<file path="src/rtl/nco_pkg.sv">
package nco_pkg;
  // Per-stage load strobes handed from the control to the datapath.
  typedef struct packed {
    logic capture;  // take input sample and phasor
    logic mix;      // form the cross products
    logic finish;   // round, clip and present
  } nco_strobe_t;
endpackage

</file>
<file path="src/rtl/nco_ctrl.sv">
module nco_ctrl
  import nco_pkg::*;
#(
  parameter int PHASE_W = 24,
  parameter int IDX_W   = 8
) (
  input  logic                      clk,
  input  logic                      rstN,
  input  logic                      inValid,
  input  logic                      phaseReset,
  input  logic signed [PHASE_W-1:0] freqWord,
  output logic [IDX_W-1:0]          phaseIdx,
  output nco_strobe_t               strobe,
  output logic                      outValid
);
  logic [PHASE_W-1:0] phaseAcc;
  logic [PHASE_W-1:0] phaseNow;
  logic               mixPending;
  logic               finishPending;

  // A reset request takes effect for the sample presented in the same cycle.
  assign phaseNow = phaseReset ? '0 : phaseAcc;
  assign phaseIdx = phaseNow[PHASE_W-1 -: IDX_W];

  always_ff @(posedge clk or negedge rstN) begin
    if (!rstN) begin
      phaseAcc <= '0;
    end else if (inValid) begin
      phaseAcc <= phaseNow + freqWord;
    end else begin
      phaseAcc <= phaseNow;
    end
  end

  always_ff @(posedge clk or negedge rstN) begin
    if (!rstN) begin
      mixPending    <= 1'b0;
      finishPending <= 1'b0;
      outValid      <= 1'b0;
    end else begin
      mixPending    <= inValid;
      finishPending <= mixPending;
      outValid      <= finishPending;
    end
  end

  assign strobe.capture = inValid;
  assign strobe.mix     = mixPending;
  assign strobe.finish  = finishPending;
endmodule

</file>
<file path="src/rtl/nco_sincos.sv">
module nco_sincos #(
  parameter int IDX_W  = 8,
  parameter int SINE_W = 12
) (
  input  logic [IDX_W-1:0]         phaseIdx,
  output logic signed [SINE_W-1:0] sinVal,
  output logic signed [SINE_W-1:0] cosVal
);
  localparam int  QTR_W = IDX_W - 2;
  localparam int  QTR_N = 1 << QTR_W;
  localparam real AMP   = real'((1 << (SINE_W - 1)) - 1);
  localparam real TWO_PI = 6.283185307179586;
  localparam logic [IDX_W-1:0] COS_OFS = IDX_W'(QTR_N - 1);

  function automatic logic [SINE_W-1:0] quarterPoint(input int k);
    real ang;
    ang = TWO_PI * (real'(k) + 0.5) / real'(4 * QTR_N);
    return SINE_W'($rtoi(AMP * $sin(ang) + 0.5));
  endfunction

  logic [SINE_W-1:0] qTable [QTR_N];

  for (genvar k = 0; k < QTR_N; k++) begin : g_tab
    localparam logic [SINE_W-1:0] POINT = quarterPoint(k);
    assign qTable[k] = POINT;
  end

  // Port 0 reads sine at p, port 1 reads sine at (quarter-1 - p), which is cosine.
  logic [IDX_W-1:0]         portIdx [2];
  logic signed [SINE_W-1:0] portVal [2];

  assign portIdx[0] = phaseIdx;
  assign portIdx[1] = COS_OFS - phaseIdx;

  for (genvar pp = 0; pp < 2; pp++) begin : g_port
    logic [QTR_W-1:0]  off;
    logic [SINE_W-1:0] mag;
    assign off = portIdx[pp][IDX_W-2] ? ~portIdx[pp][QTR_W-1:0] : portIdx[pp][QTR_W-1:0];
    assign mag = qTable[off];
    assign portVal[pp] = portIdx[pp][IDX_W-1] ? -mag : mag;
  end

  assign sinVal = portVal[0];
  assign cosVal = portVal[1];
endmodule

</file>
<file path="src/rtl/nco_mixer.sv">
module nco_mixer
  import nco_pkg::*;
#(
  parameter int DATA_W = 12,
  parameter int SINE_W = 12
) (
  input  logic                     clk,
  input  logic                     rstN,
  input  nco_strobe_t              strobe,
  input  logic signed [DATA_W-1:0] inI,
  input  logic signed [DATA_W-1:0] inQ,
  input  logic signed [SINE_W-1:0] sinVal,
  input  logic signed [SINE_W-1:0] cosVal,
  output logic signed [DATA_W-1:0] outI,
  output logic signed [DATA_W-1:0] outQ
);
  localparam int SUM_W = DATA_W + SINE_W + 1;
  localparam int FRAC  = SINE_W - 1;
  localparam logic signed [SUM_W-1:0] HALF = SUM_W'(1 << (FRAC - 1));
  localparam logic signed [SUM_W-1:0] TOP  = SUM_W'((1 << (DATA_W - 1)) - 1);
  localparam logic signed [SUM_W-1:0] BOT  = ~TOP;

  logic signed [DATA_W-1:0] smpI, smpQ;
  logic signed [SINE_W-1:0] rotS, rotC;
  logic signed [SUM_W-1:0]  sumI, sumQ;

  function automatic logic signed [DATA_W-1:0] shrink(input logic signed [SUM_W-1:0] v);
    logic signed [SUM_W-1:0] r;
    r = (v + HALF) >>> FRAC;
    if (r > TOP)      return DATA_W'(TOP);
    else if (r < BOT) return DATA_W'(BOT);
    else              return DATA_W'(r);
  endfunction

  always_ff @(posedge clk or negedge rstN) begin
    if (!rstN) begin
      smpI <= '0;
      smpQ <= '0;
      rotS <= '0;
      rotC <= '0;
    end else if (strobe.capture) begin
      smpI <= inI;
      smpQ <= inQ;
      rotS <= sinVal;
      rotC <= cosVal;
    end
  end

  always_ff @(posedge clk or negedge rstN) begin
    if (!rstN) begin
      sumI <= '0;
      sumQ <= '0;
    end else if (strobe.mix) begin
      sumI <= SUM_W'(smpI) * SUM_W'(rotC) + SUM_W'(smpQ) * SUM_W'(rotS);
      sumQ <= SUM_W'(smpQ) * SUM_W'(rotC) - SUM_W'(smpI) * SUM_W'(rotS);
    end
  end

  always_ff @(posedge clk or negedge rstN) begin
    if (!rstN) begin
      outI <= '0;
      outQ <= '0;
    end else if (strobe.finish) begin
      outI <= shrink(sumI);
      outQ <= shrink(sumQ);
    end
  end
endmodule

</file>
<file path="src/rtl/nco_freq_corrector.sv">
module nco_freq_corrector
  import nco_pkg::*;
#(
  parameter int DATA_W  = 12,
  parameter int PHASE_W = 24,
  parameter int IDX_W   = 8,
  parameter int SINE_W  = 12
) (
  input  logic                      clk,
  input  logic                      rstN,
  input  logic                      inValid,
  input  logic signed [DATA_W-1:0]  inI,
  input  logic signed [DATA_W-1:0]  inQ,
  input  logic signed [PHASE_W-1:0] freqWord,
  input  logic                      phaseReset,
  output logic                      outValid,
  output logic signed [DATA_W-1:0]  outI,
  output logic signed [DATA_W-1:0]  outQ
);
  nco_strobe_t              strobe;
  logic [IDX_W-1:0]         phaseIdx;
  logic signed [SINE_W-1:0] sinVal, cosVal;

  nco_ctrl #(.PHASE_W(PHASE_W), .IDX_W(IDX_W)) u_ctrl (
    .clk(clk), .rstN(rstN), .inValid(inValid), .phaseReset(phaseReset),
    .freqWord(freqWord), .phaseIdx(phaseIdx), .strobe(strobe), .outValid(outValid)
  );

  nco_sincos #(.IDX_W(IDX_W), .SINE_W(SINE_W)) u_sincos (
    .phaseIdx(phaseIdx), .sinVal(sinVal), .cosVal(cosVal)
  );

  nco_mixer #(.DATA_W(DATA_W), .SINE_W(SINE_W)) u_mixer (
    .clk(clk), .rstN(rstN), .strobe(strobe), .inI(inI), .inQ(inQ),
    .sinVal(sinVal), .cosVal(cosVal), .outI(outI), .outQ(outQ)
  );
endmodule

</file>
<file path="config.mk">
export PLATFORM = sky130hd
export DESIGN_NAME = nco_freq_corrector
export DESIGN_NICKNAME = d
export VERILOG_FILES = /design/src/rtl/nco_pkg.sv /design/src/rtl/nco_ctrl.sv /design/src/rtl/nco_sincos.sv /design/src/rtl/nco_mixer.sv /design/src/rtl/nco_freq_corrector.sv
export SDC_FILE = /design/constraint.sdc
export NUM_CORES = 2
export LEC_CHECK = 0
export ABC_AREA = 1
export BUFFER_PORTS_ARGS = -buffer_cell sky130_fd_sc_hd__buf_2
export CAP_MARGIN = 5
export CORE_AREA = 3 3 281 283
export DETAILED_ROUTE_END_ITERATION = 12
export DIE_AREA = 0 0 284 286
export PLACE_DENSITY = 0.64
export SLEW_MARGIN = 20
export SYNTH_ARGS = -nofsm -noshare
export SYNTH_HDL_FRONTEND = slang
export SYNTH_HIERARCHICAL = 1
export SYNTH_SLANG_ARGS = --single-unit
</file>
<file path="constraint.sdc">
create_clock -name clk -period 18.05 [get_ports clk]
set_clock_uncertainty 0.1 [all_clocks]
set_input_delay 3.61 -clock clk [delete_from_list [all_inputs] [get_ports clk]]
set_output_delay 3.61 -clock clk [all_outputs]
set_load 0.02 [all_outputs]
</file>
==> metrics.txt <==
FF+latch area=3228 µm²; vias in the first global route=29299; post-CTS setup buffers=0; WHS Path Cells=2; worst stage delay on the critical path=0.82 ns; Hold EP=u_mixer/outI[11]$_DFFE_PN0P_; Yosys cell types=52; fill count=7808; WL final=96820 µm; delay-heaviest family, CP=simple AND/OR/NAND/NOR gates; Synth area leaders=fa_1, nand2_1, inv_1, dfrtp_1, ha_1; data required time of the worst path=18.29 ns; Post-Syn Instances=~4600; Core Area=76960 µm²; WP buf/inv=6; Die X=roughly 280 µm; routability cong.=0.9361; Worst setup EP type=flop; die height=286 µm; CTS H-tree lvls=4; share of cells above drive strength 1=0.06433; I/O Buffers=76; DR vias=approximately 28000; Post-synth EDFFs=0; Max-cap violations=0; synthesis-to-finish area growth=5.404%; ys async rst share=1.000; Netlist Area Pre-Place=34500 µm²; period utilization=0.4165; worst path arrival time=7.76 ns; max-slew violations=0; worst skew pair latency=0.48 ns; worst relative slew slack=0.3242; WS Path Type=in -> reg; first-pass detailed-route iteration total=6; count of final setup violators=0; Sink Count=approximately 130; Initial DRC Count=1951; Reg-to-Reg End=u_mixer/sumQ[19]$_DFFE_PN0P_; DPL Wire Length=74870 µm; die area=81220 µm²; Hold Path Class=reg -> reg; largest net degree at the start of global routing=78; Tmin final=approximately 7.5 ns; syn nets=around 5600; Num CTS Buffers=17; CP Launch Point=phaseReset; Total Routing Usage GR=0.2507; Hold-fix buffers, CTS=0; first-pass GRT wire length=159600 µm; worst slew pin tran=1.010 ns; fmax=roughly 130 MHz; Ports=between 70 and 80; antenna-violating nets left=0; area occupied by multi-input gates=25700 µm²; Reg2Reg Depth=19; Synth area leader=fa_1; share of the synthesized area in the top cell type=0.3772; routed vias/inst=4.973; CTS tree=yes; Worst setup SP type=input port; Hold Path Origin=u_mixer/outI[11]$_DFFE_PN0P_; status=complete, no violations; register clock-pin slew on the reported worst setup and hold paths=0.06 ns; final-report hold violation count=0; Primary FF master, synth=dfrtp_1; RSZ-0062 raised after global routing=no; drt wl/cell=17.16 µm; initial antenna violation count=2; Syn Area/Cell=7.462 µm²; most used cell, CP=nand2_1; slowest cell on the critical path=nor2_1; Starting Density=0.4483; Max FO, Critical Path=18; R2R Setup Slk=between 10 and 15 ns; # rows=102; post-synthesis sequential area ratio=0.09358; post_cts resized=0; DRC violations left=0; yosys warns=6; clk root buf=clkbuf_16; Synth Register Bits=about 130; total grt overflow=0; Setup TNS=0 ns; worst path cell trace=buf_2 > nor2_1 > inv_2 > nand2_1 > nand2_1 > ha_1 > inv_1 > nand3_1 > nand2_1 > inv_1 > nand2_1 > nand3_1 > nand2_1 > nand2_1 > nand2_2 > ha_1 > inv_1 > nor2_1 > nand2_1 > nand2_2 > nand2_1 > xor2_1 > inv_1 > mux2_2; worst r2r src=u_mixer/rotC[11]$_DFFE_PN0P_; clk buf depth=2; fin nets=5525
## kinds of logic after synthesis
kind of cell,Yosys count,share of synthesized area
multiplexers,30,0.009793
AO/OA/AOI/OAI,210,0.03348
XOR/XNOR,55,0.01418
buffers and inverters,1447,0.1614
adder cells (fa/ha/maj),883,0.4617
AND/OR/NAND/NOR,1869,0.2259
flip-flops,129,0.09358
## tightest hold or removal path: cells and delay by family (launching register included)
family	cells	cell delay, ns
DFF	1	0.34
and+or+nand+nor	2	0.10
## routing by layer
metal | part of all wire | wire [µm] | GRT usage
met1 | 0.43 | 41700 | 0.3337
met2 | 0.47 | 45570 | 0.4188
met3 | 0.061 | 5904 | 0.03466
met4 | 0.037 | 3610 | 0.09221
met5 | 0.00030 | 29 | 0
## registers in the layout, summed over array words and instances, names as in the netlist, 12 cells and up
signal,count
u_mixer/rotC,12
u_mixer/smpQ,12
u_mixer/outQ,12
u_mixer/outI,12
u_mixer/sumQ,15
u_ctrl/phaseAcc,24
u_mixer/sumI,15
u_mixer/rotS,12
u_mixer/smpI,12
## synth_stat cells, drive strengths merged, types with 9 or more instances
master,n
nand3,221
o21bai,9
inv,1268
nand3b,13
clkbuf,145
ha,233
mux2,30
xor2,33
buf,33
fa,650
nor2,195
a21oi,93
nand4,33
o21ai,92
nor3,17
dfrtp,129
or2,9
xnor2,22
nand2,1373
## per-stage QoR
step                std cells  instance area, µm²    util  hold slack, ns  setup WS, ns
finish                   5642               36360  0.4725          0.3770         10.53
global route             5641               36360  0.4725          0.3990         10.00
CTS                      5641               36360  0.4725          0.3857         10.56
detailed placement       5611               35760  0.4647          0.3711         10.06
global placement         5611               35760  0.4647          0.3726         10.03
floorplan                4623               34500       -          0.2548         11.15
## placed cells by master (no fill, tap or decap), types with 14 or more instances in the layout
master,n
a21oi_1,90
buf_2,74
buf_4,51
clkbuf_16,17
dfrtp_1,129
fa_1,650
ha_1,233
inv_1,1256
mux2_2,30
nand2_1,1317
nand2_2,52
nand3_1,215
nand4_1,32
nor2_1,180
nor3_1,14
o21ai_0,72
o21ai_1,17
xnor2_1,21
xor2_1,33
## worst max path at each step
stage	to	cells after the start
after CTS	u_mixer/rotS[6]$_DFFE_PN0P_	24
final	u_mixer/rotS[6]$_DFFE_PN0P_	24
after detailed placement	u_mixer/rotS[6]$_DFFE_PN0P_	24
after global routing	u_mixer/rotS[6]$_DFFE_PN0P_	24
after global placement	u_mixer/rotS[6]$_DFFE_PN0P_	24
after floorplan	u_mixer/rotS[6]$_DFFE_PN0P_	26
## area by class of cell
class                      count  share of cell area
multi-input combinational   3047              0.7069
clock buffer                  18             0.01208
timing repair buffer         126             0.02102
clock inverter                12            0.004405
inverter                    1269              0.1310
tap                         1040             0.03579
sequential                   129             0.08878
antenna                        1          0.00006882
Power is left out: the tool's default activity adds up to more than one toggle a clock period on the data nets, which glitch-free logic cannot reach.
